File: src/rtl/irq_accept_pkg.sv
package irq_accept_pkg;
  localparam int PRI_W = 3;
  localparam int VEC_W = 16;
  localparam int PSW_W = 16;
  localparam int PSW_PRI_LSB = 5;

  typedef logic [PRI_W-1:0] pri_t;
  typedef logic [VEC_W-1:0] vec_t;

  function automatic pri_t psw_level(input logic [PSW_W-1:0] w);
    return w[PSW_PRI_LSB +: PRI_W];
  endfunction
endpackage

File: src/rtl/irq_rst_sync.sv
module irq_rst_sync (
  input  logic clk,
  input  logic rst_n,
  output logic rst_n_sync
);
  logic [1:0] stage_q;

  always_ff @(posedge clk or negedge rst_n) begin
    if (!rst_n) stage_q <= 2'b00;
    else        stage_q <= {stage_q[0], 1'b1};
  end

  assign rst_n_sync = stage_q[1];
endmodule

File: src/rtl/irq_dev_arb.sv
module irq_dev_arb
  import irq_accept_pkg::*;
#(
  parameter int N_DEV = 4,
  localparam int DEV_IW = (N_DEV > 1) ? $clog2(N_DEV) : 1
) (
  input  logic [N_DEV-1:0]       req_i,
  input  logic [N_DEV*PRI_W-1:0] pri_i,
  input  pri_t                   cur_pri_i,
  output logic                   hit_o,
  output logic [DEV_IW-1:0]      idx_o,
  output pri_t                   pri_o
);
  pri_t             lvl [N_DEV];
  logic [N_DEV-1:0] elig;

  for (genvar g = 0; g < N_DEV; g++) begin : g_qual
    assign lvl[g]  = pri_i[g*PRI_W +: PRI_W];
    assign elig[g] = req_i[g] && (lvl[g] > cur_pri_i);
  end

  always_comb begin
    hit_o = 1'b0;
    idx_o = '0;
    pri_o = '0;
    for (int i = 0; i < N_DEV; i++) begin
      if (elig[i] && (!hit_o || (lvl[i] > pri_o))) begin
        hit_o = 1'b1;
        idx_o = DEV_IW'(i);
        pri_o = lvl[i];
      end
    end
  end
endmodule

File: src/rtl/irq_err_sel.sv
module irq_err_sel #(
  parameter int N_ERR = 2,
  localparam int ERR_IW = (N_ERR > 1) ? $clog2(N_ERR) : 1
) (
  input  logic [N_ERR-1:0]  req_i,
  output logic              hit_o,
  output logic [ERR_IW-1:0] idx_o
);
  always_comb begin
    hit_o = 1'b0;
    idx_o = '0;
    for (int i = N_ERR - 1; i >= 0; i--) begin
      if (req_i[i]) begin
        hit_o = 1'b1;
        idx_o = ERR_IW'(i);
      end
    end
  end
endmodule

File: src/rtl/irq_accept_reg.sv
module irq_accept_reg
  import irq_accept_pkg::*;
#(
  parameter int N_SRC = 6
) (
  input  logic             clk,
  input  logic             rst_n,
  input  logic             boundary_i,
  input  logic             hit_i,
  input  vec_t             vec_i,
  input  logic [N_SRC-1:0] ack_i,
  output logic             take_o,
  output vec_t             vec_o,
  output logic [N_SRC-1:0] ack_o
);
  logic             take_q, take_d;
  vec_t             vec_q, vec_d;
  logic [N_SRC-1:0] ack_q, ack_d;
  logic             eval;

  assign eval = boundary_i && !take_q && hit_i;

  always_comb begin
    take_d = eval;
    vec_d  = eval ? vec_i : vec_q;
    ack_d  = eval ? ack_i : '0;
  end

  always_ff @(posedge clk or negedge rst_n) begin
    if (!rst_n) begin
      take_q <= 1'b0;
      vec_q  <= '0;
      ack_q  <= '0;
    end else begin
      take_q <= take_d;
      ack_q  <= ack_d;
      if (eval) vec_q <= vec_d;
    end
  end

  assign take_o = take_q;
  assign vec_o  = vec_q;
  assign ack_o  = ack_q;

  AST_PULSE_ONE: assert property (@(posedge clk) disable iff (!rst_n)
    take_q |=> !take_q);
  AST_NEEDS_STROBE: assert property (@(posedge clk) disable iff (!rst_n)
    !boundary_i |=> !take_q);
  AST_VEC_HOLD: assert property (@(posedge clk) disable iff (!rst_n)
    !take_q |-> $stable(vec_q));
  AST_ACK_ONEHOT: assert property (@(posedge clk) disable iff (!rst_n)
    take_q |-> $countones(ack_q) == 1);
  AST_ACK_IDLE: assert property (@(posedge clk) disable iff (!rst_n)
    !take_q |-> ack_q == '0);
endmodule

File: src/rtl/irq_accept.sv
module irq_accept
  import irq_accept_pkg::*;
#(
  parameter int   N_DEV        = 4,
  parameter int   N_ERR        = 2,
  parameter vec_t ERR_VEC_BASE = 16'o004,
  parameter vec_t ERR_VEC_STEP = 16'o004
) (
  input  logic                   clk,
  input  logic                   rst_n,
  input  logic                   boundary_i,
  input  logic [PSW_W-1:0]       psw_i,
  input  logic [N_ERR-1:0]       err_req_i,
  input  logic [N_DEV-1:0]       dev_req_i,
  input  logic [N_DEV*PRI_W-1:0] dev_pri_i,
  input  logic [N_DEV*VEC_W-1:0] dev_vec_i,
  output logic                   take_o,
  output logic [VEC_W-1:0]       vec_o,
  output logic [N_ERR-1:0]       err_ack_o,
  output logic [N_DEV-1:0]       dev_ack_o
);
  localparam int DEV_IW = (N_DEV > 1) ? $clog2(N_DEV) : 1;
  localparam int ERR_IW = (N_ERR > 1) ? $clog2(N_ERR) : 1;
  localparam int N_SRC  = N_ERR + N_DEV;

  logic              rst_s;
  pri_t              cur_pri;
  logic              dev_hit, err_hit, any_hit;
  logic [DEV_IW-1:0] dev_idx;
  logic [ERR_IW-1:0] err_idx;
  pri_t              dev_lvl;
  vec_t              win_vec;
  logic [N_DEV-1:0]  dev_oh;
  logic [N_ERR-1:0]  err_oh;
  logic [N_SRC-1:0]  ack_next, ack_q;

  irq_rst_sync u_rst (.clk(clk), .rst_n(rst_n), .rst_n_sync(rst_s));

  assign cur_pri = psw_level(psw_i);

  irq_dev_arb #(.N_DEV(N_DEV)) u_dev (
    .req_i(dev_req_i), .pri_i(dev_pri_i), .cur_pri_i(cur_pri),
    .hit_o(dev_hit), .idx_o(dev_idx), .pri_o(dev_lvl)
  );

  irq_err_sel #(.N_ERR(N_ERR)) u_err (
    .req_i(err_req_i), .hit_o(err_hit), .idx_o(err_idx)
  );

  for (genvar g = 0; g < N_DEV; g++) begin : g_dev_oh
    assign dev_oh[g] = !err_hit && dev_hit && (dev_idx == DEV_IW'(g));
  end
  for (genvar g = 0; g < N_ERR; g++) begin : g_err_oh
    assign err_oh[g] = err_hit && (err_idx == ERR_IW'(g));
  end

  always_comb begin
    if (err_hit) win_vec = ERR_VEC_BASE + ERR_VEC_STEP * VEC_W'(err_idx);
    else         win_vec = dev_vec_i[dev_idx*VEC_W +: VEC_W];
  end

  assign any_hit  = err_hit || dev_hit;
  assign ack_next = {err_oh, dev_oh};

  irq_accept_reg #(.N_SRC(N_SRC)) u_reg (
    .clk(clk), .rst_n(rst_s), .boundary_i(boundary_i), .hit_i(any_hit),
    .vec_i(win_vec), .ack_i(ack_next),
    .take_o(take_o), .vec_o(vec_o), .ack_o(ack_q)
  );

  assign err_ack_o = ack_q[N_SRC-1 -: N_ERR];
  assign dev_ack_o = ack_q[N_DEV-1:0];

  AST_STRICT_LEVEL: assert property (@(posedge clk) disable iff (!rst_s)
    (take_o && (|dev_ack_o)) |-> ($past(dev_lvl) > $past(cur_pri)));
  AST_ERR_FIRST: assert property (@(posedge clk) disable iff (!rst_s)
    (take_o && (|dev_ack_o)) |-> ($past(err_req_i) == '0));
  AST_ONE_KIND: assert property (@(posedge clk) disable iff (!rst_s)
    !((|err_ack_o) && (|dev_ack_o)));
endmodule

File: config.mk
export PLATFORM = sky130hd
export DESIGN_NAME = irq_accept
export DESIGN_NICKNAME = d
export VERILOG_FILES = /design/src/rtl/irq_accept_pkg.sv /design/src/rtl/irq_rst_sync.sv /design/src/rtl/irq_dev_arb.sv /design/src/rtl/irq_err_sel.sv /design/src/rtl/irq_accept_reg.sv /design/src/rtl/irq_accept.sv
export SDC_FILE = /design/constraint.sdc
export NUM_CORES = 1
export LEC_CHECK = 0
export ABC_CLOCK_PERIOD_IN_PS = 900
export BUFFER_PORTS_ARGS = -buffer_cell sky130_fd_sc_hd__buf_2
export CORE_ASPECT_RATIO = 1.5
export CORE_MARGIN = 5
export CORE_UTILIZATION = 45
export DETAILED_ROUTE_END_ITERATION = 16
export GPL_ROUTABILITY_DRIVEN = 0
export PLACE_DENSITY = 0.83
export SLEW_MARGIN = 25
export SYNTH_ARGS = -nofsm -noshare
export SYNTH_HDL_FRONTEND = slang
export SYNTH_SLANG_ARGS = --single-unit
File: constraint.sdc
create_clock -name clk -period 0.9 [get_ports clk]
set_input_delay 0.18 -clock clk [delete_from_list [all_inputs] [get_ports clk]]
set_output_delay 0.18 -clock clk [all_outputs]
set_load 0.005 [all_outputs]
# [Word-level counts from Yosys, hierarchy flattened]
# Index checks and enable logic that the tools add are counted.
[totals] in_bits=101 word_cells=58 regBits=25
[op_classes] bitwise_logic=1 n_mux=15 eq_ne=3 n_addsub=1 order_cmp=7 n_reduce_logical=26 n_shift=1
[op_table] op="$shiftx A64 B7 Y16" count=1
[op_table] op="$gt A3 B3 Y1" count=7
[op_table] op="$logic_and A1 B1 Y1" count=16
[op_table] op="$mux W16" count=1
[op_table] op="$mux W3" count=3
[op_table] op="$mux W1" count=8
[op_table] op="$mux W6" count=1
[op_table] op="$logic_not A1 Y1" count=5
[op_table] op="$add A3 B3 Y4 const A" count=1
[op_table] op="$eq A2 B2 Y1 const B" count=2
[op_table] op="$logic_or A1 B1 Y1" count=4
[op_table] op="$mux W2" count=2
[op_table] op="$eq A2 B1 Y1 const B" count=1
[op_table] op="$logic_not A2 Y1" count=1
[op_table] op="$not A1 Y1" count=1

# [Depth between registers and ports, before layout]
[logic_depth] depth_word=18 depth_mapped=30 mapped_depth_nobuf=28

# [Modules after synthesis]
# Synthesis repeated with hierarchy kept, for this count alone.
[hier_totals] hier_cells=203 area_unflattened_um2=2333.5
[by_module_without_submodules] module="irq_accept_reg" area_per_inst_um2=893.4 cells_each=49 n_inst=1
[by_module_without_submodules] module="irq_dev_arb" area_per_inst_um2=718.2 cells_each=98 n_inst=1
[by_module_without_submodules] module="irq_accept" area_per_inst_um2=653.1 cells_each=51 n_inst=1
[by_module_without_submodules] module="irq_rst_sync" area_per_inst_um2=53.8 cells_each=3 n_inst=1
[by_module_without_submodules] module="irq_err_sel" area_per_inst_um2=15.0 cells_each=2 n_inst=1

# [Least setup slack after synthesis]
# Ideal clock, no wire load.
[synth_timing] kind="input port to flip-flop" from="input psw_i[6]" to="register u_reg.vec_q[5], in the netlist u_reg.vec_o[5]" path_buffers=2 path_stages=30 setup_slack_ps=-4105 arrival_time_ps=4923 path_cell_list="inv_1 -> ha_1 -> inv_1 -> o21ai_2 -> o2111a_1 -> nand2_1 -> ha_1 -> nor2b_1 -> o21a_1 -> o21ai_0 -> a21oi_1 -> buf_2 -> nor2_1 -> a21oi_1 -> ha_1 -> nor2b_1 -> o21a_1 -> o21ai_2 -> a21o_1 -> nor2_1 -> a21o_1 -> ha_1 -> nor2b_1 -> o21a_1 -> o21ai_1 -> nor2_1 -> a211oi_4 -> buf_6 -> a21oi_1 -> a31oi_1"
[synth_via] elab_chain_cells=17
[synth_lines] element="from (decl)" line_no="irq_accept.sv:12" text="input logic [PSW_W-1:0] psw_i,"
[synth_lines] element="$gt A3 B3 Y1" line_no="irq_dev_arb.sv:19" text="assign elig[g] = req_i[g] && (lvl[g] > cur_pri_i);"
[synth_lines] element="$logic_and A1 B1 Y1" line_no="irq_dev_arb.sv:19"
[synth_lines] element="$mux W3 or $mux W1 (tied branches)" line_no="irq_dev_arb.sv:27" text="if (elig[i] && (!hit_o || (lvl[i] > pri_o))) begin"
[synth_lines] element="$gt A3 B3 Y1 or $logic_not A1 Y1 (tied branches)" line_no="irq_dev_arb.sv:27"
[synth_lines] element="$logic_or A1 B1 Y1" line_no="irq_dev_arb.sv:27"
[synth_lines] element="$logic_and A1 B1 Y1" line_no="irq_dev_arb.sv:27"
[synth_lines] element="$mux W3 or $mux W1 (tied branches)" line_no="irq_dev_arb.sv:27"
[synth_lines] element="$gt A3 B3 Y1 or $logic_not A1 Y1 (tied branches)" line_no="irq_dev_arb.sv:27"
[synth_lines] element="$logic_or A1 B1 Y1" line_no="irq_dev_arb.sv:27"
[synth_lines] element="$logic_and A1 B1 Y1" line_no="irq_dev_arb.sv:27"
[synth_lines] element="$mux W3 or $mux W1 (tied branches)" line_no="irq_dev_arb.sv:27"
[synth_lines] element="$gt A3 B3 Y1 or $logic_not A1 Y1 (tied branches)" line_no="irq_dev_arb.sv:27"
[synth_lines] element="$logic_or A1 B1 Y1" line_no="irq_dev_arb.sv:27"
[synth_lines] element="$logic_and A1 B1 Y1" line_no="irq_dev_arb.sv:27"
[synth_lines] element="$mux W2 or $mux W1 (tied branches)" line_no="irq_dev_arb.sv:27"
[synth_lines] element="$shiftx A64 B7 Y16 or $logic_or A1 B1 Y1 (tied branches)" line_no="irq_accept.sv:59, irq_accept.sv:62"
[synth_lines] element="$mux W16 or $logic_and A1 B1 Y1 (tied branches)" line_no="irq_accept.sv:58, irq_accept_reg.sv:21"
[synth_lines] element="to (signal assigned)" line_no="irq_accept_reg.sv:37" text="if (eval) vec_q <= vec_d;"
[synth_lines] element="to (decl)" line_no="irq_accept_reg.sv:17" text="vec_t vec_q, vec_d;"
# Several ways; a longest one is shown, not always the timed one.
# A chain may end at the register's enable or synchronous reset.

# [Worst setup path after layout]
[layout_timing] from="input psw_i[6]" to="register u_reg.vec_q[0], in the netlist u_reg.vec_o[0]"
# The elaborated chain is that of the path after synthesis.

==> results.md <==
* Register bit count reported by yosys at 25
* Drt first pass iters at 4
* Final setup viols at 45
* Io pins at 124
* Flop pwr share at 25.8%
* Simple-gate share of the synthesized area at between 20% and 30%
* Largest family of logic cells by synthesized area: simple AND/OR/NAND/NOR gates
* Register area share after synthesis at between 20% and 30%
* Async set-reset flop share out of synthesis at 100.0%
* Worst skew pair latency at roughly 0.27 ns
* Leakage at 2.032 nW
* Site Rows at 31
* Fmax at 206.2 MHz
* CTS tree: done
* Final min period at between 4 and 5 ns
* Initial antenna violation count at 0
* Setup Skew at 0.003574 ns
* Pre-CTS setup slack at -4.174 ns
* Highest Signal Layer: met4
* Routed len/inst at roughly 19 um
* Layout cells sized above 1 at 60.99%
* Final WS setup at -3.950 ns
* Post-Route WL at 9.596 mm
* CP peak stage delay at 0.32 ns
* Syn Area/Cell at 8.698 um^2
* Tcrit/Tclk final at 538.9%
* Core Area at around 4800 um^2
* Most common cell on crit path: o21ai_2
* Final HPWL DP at 6.075 mm
* Int Pwr at a little over 3 mW
* CP Max Fanout at 6
* XOR/XNOR share of the synthesized area at 0%
* Vias per inst at about 5.6
* ANT cells at 0
* Crit path DAT at 5.04 ns
* Design Area, Final at 4019 um^2
* Clk buf depth at 2
* Sequential cell area at 625.6 um^2
* Vias post-DR at 2,868
* Remaining DRCs at 0
* RSZ-0062 raised after global routing: true
* Fin. Hold Viols at 0
* Yosys warns at 0
* Adder-Cell Fraction of Synth Area at 12.13%
* Area grow syn2layout at 85.56%
* Pins Over Slew Limit at 0
* Share of the synthesized area in the top cell type at approximately 29%
* PortBufs at 110
* Crit start category: input pin
* Mux cell area share after synthesis at 7.510%
* Dpl cells at 468
* Critical-path top delay cell: ha_1
* Compound-Gate Fraction of Synth Area at 22.65%
* Post-synth EDFFs at 0
* Antenna Nets Post-Route at 0
* CTS root buffer: clkbuf_8
* DRT iter0 DRCs at 186
* Post-synth top area cell: dfrtp_1
* Synth area leaders: dfrtp_1 (29%), ha_1 (12%), mux2i_1 (6.5%), a31oi_1 (4.9%), nor2_1 (4.9%)
* Commonest non-fill, non-tap cell in the layout: buf_2
* Cell area power density at 1197 nW/um^2
* Power share of the clock group at about 14%
* CTS Sinks at 25
* Failing checks: setup timing
* Overflow after GRT at 0
* Most frequent cells in the layout: buf_2 (106), buf_4 (66), buf_6 (27), dfrtp_1 (25), nor2_1 (24)
* Post-route core utilization at 84.24%
* Die Width at 66.65 um
* Initial Util at between 40% and 50%
* Psw at around 1.7 mW
* Mapped Area at 2166 um^2
* Die Y at 94.97 um
* Setup CP Type: in -> reg
* Total CTS buffers at 3
* Non-filler cells, final at 512
* Metal-1 WL at just under 3 mm
* Layout Nets at 569
* Netlist cell types at between 40 and 50
* Comb pwr share at between 60% and 70%
* Pin count of the biggest net entering global routing at 24
* Hold Path Class: in -> reg
* Tot GR Track Use at 28.69%
* Min Hold Slack at 0.1491 ns
* First-pass GRT wire length at between 10 and 15 mm
* Max VDD drop at about 0.66 mV
* Run status: finished with violations
* Max-cap check violation count at 0
* Metal3 WL at 793 um
* Synth Flop Type: dfrtp_1
* Synthesized Nets at 371
* WL met2 at roughly 5.2 mm
* Slew HR at about 64%
* Vias in the first global route at 2,969
* Die area at approximately 6300 um^2
* Sw frac at 35.61%
* Fillers at 268
* Crit path required time at approximately 1.1 ns
* H-Tree Depth at 1
* Crit end category: register
* Cell Area, Placed at 3266 um^2
* Clock slew at reported path FFs at 0.09 ns
* Measured slew at the worst slew-check pin at ~0.53 ns
* Multi-input logic area at 1795 um^2
* Cells after Synth at 249
[state kept, by name, indices dropped and copies added (netlist names)]
register,count
u_reg.ack_o,6
u_reg.vec_o,16
u_reg.take_o,1
u_rst.stage_q,2
[path summary, 6_finish.rpt]
| path | from | depth (start not counted) | slack (ns) | to |
|---|---|---|---|---|
| min in group asynchronous | rst_n | 2 | 0.21 | u_rst.stage_q[0]$_DFF_PN0_ |
| max in group asynchronous | u_rst.stage_q[1]$_DFF_PN0_ | 1 | 0.44 | u_reg.vec_o[11]$_DFFE_PN0P_ |
| max | psw_i[6] | 32 | -3.95 | u_reg.vec_o[0]$_DFFE_PN0P_ |
| max reg2reg | u_reg.take_o$_DFF_PN0_ | 6 | -0.78 | u_reg.vec_o[9]$_DFFE_PN0P_ |
| min reg2reg | u_rst.stage_q[1]$_DFF_PN0_ | 1 | 0.23 | u_reg.ack_o[0]$_DFF_PN0_ |
| min | dev_vec_i[12] | 3 | 0.15 | u_reg.vec_o[12]$_DFFE_PN0P_ |
[critical path: cells and delay by family]
family	cells	cell delay, ns
buf+inv	7	0.75
fa+ha+maj	4	1.06
simple gates	6	0.48
compound gates	15	2.54
[power by group through the flow]
stage               clock network (mW)  registers (mW)  logic [mW]
global route                     0.695            1.25        3.09
floorplan                            0            1.28        1.02
detailed placement                   0            1.26        1.90
CTS                              0.655            1.24        2.66
global placement                     0            1.26        1.83
finish                           0.664            1.24        2.91
[cells by family (layout without fill, tap and decap cells)]
family | Yosys count | in the layout
buffers and inverters | 21 | 218
DFF | 25 | 25
adders and majority gates | 21 | 21
and+or+nand+nor | 98 | 98
AOI/OAI and AO/OA | 67 | 67
other | 1 | 1
muxes | 16 | 16
[repair_timing]
action                                 4_1_cts  5_1_grt
pin swaps                                   33       21
endpoints found under the hold margin        2        0
setup endpoints to repair                   46       45
gates cloned                                 2        1
resized for setup                           55       33
setup buffers                               35        7
hold buffers                                 1        0
[final cells by class]
cell class,instances,area share (%)
multi-input cells,203,44.68
repair buffers,204,35.21
flip-flops and latches,25,15.57
well taps,66,2.055
inverters,10,1.339
clock buffers,3,1.027
clock inverters,1,0.1245
[metrics by stage]
step / power (mW) / setup TNS [ns]
after global placement: 3.085 / -79.46
after global routing: 5.035 / -82.95
after detailed placement: 3.156 / -83.43
final: 4.811 / -79.79
after CTS: 4.551 / -74.78
after floorplan: 2.302 / -76.81
[cell usage after synthesis (6+ instances only)]
library cell  instances
inv_1                10
nand2_1              22
ha_1                 21
nor2_1               28
nor2b_1              16
mux2i_1              14
and3_1               14
a21oi_1              18
dfrtp_1              25
nand3_1               6
a31oi_1              17
[routing by layer]
layer | global-route usage, % | vias to the layer above
li1 | - | 1290
met1 | 26.09 | 1338
met2 | 56.54 | 183
met3 | 4.405 | 57
met4 | 17.63 | 0
met5 | 0 | -
(Power assumes the default switching activity.)
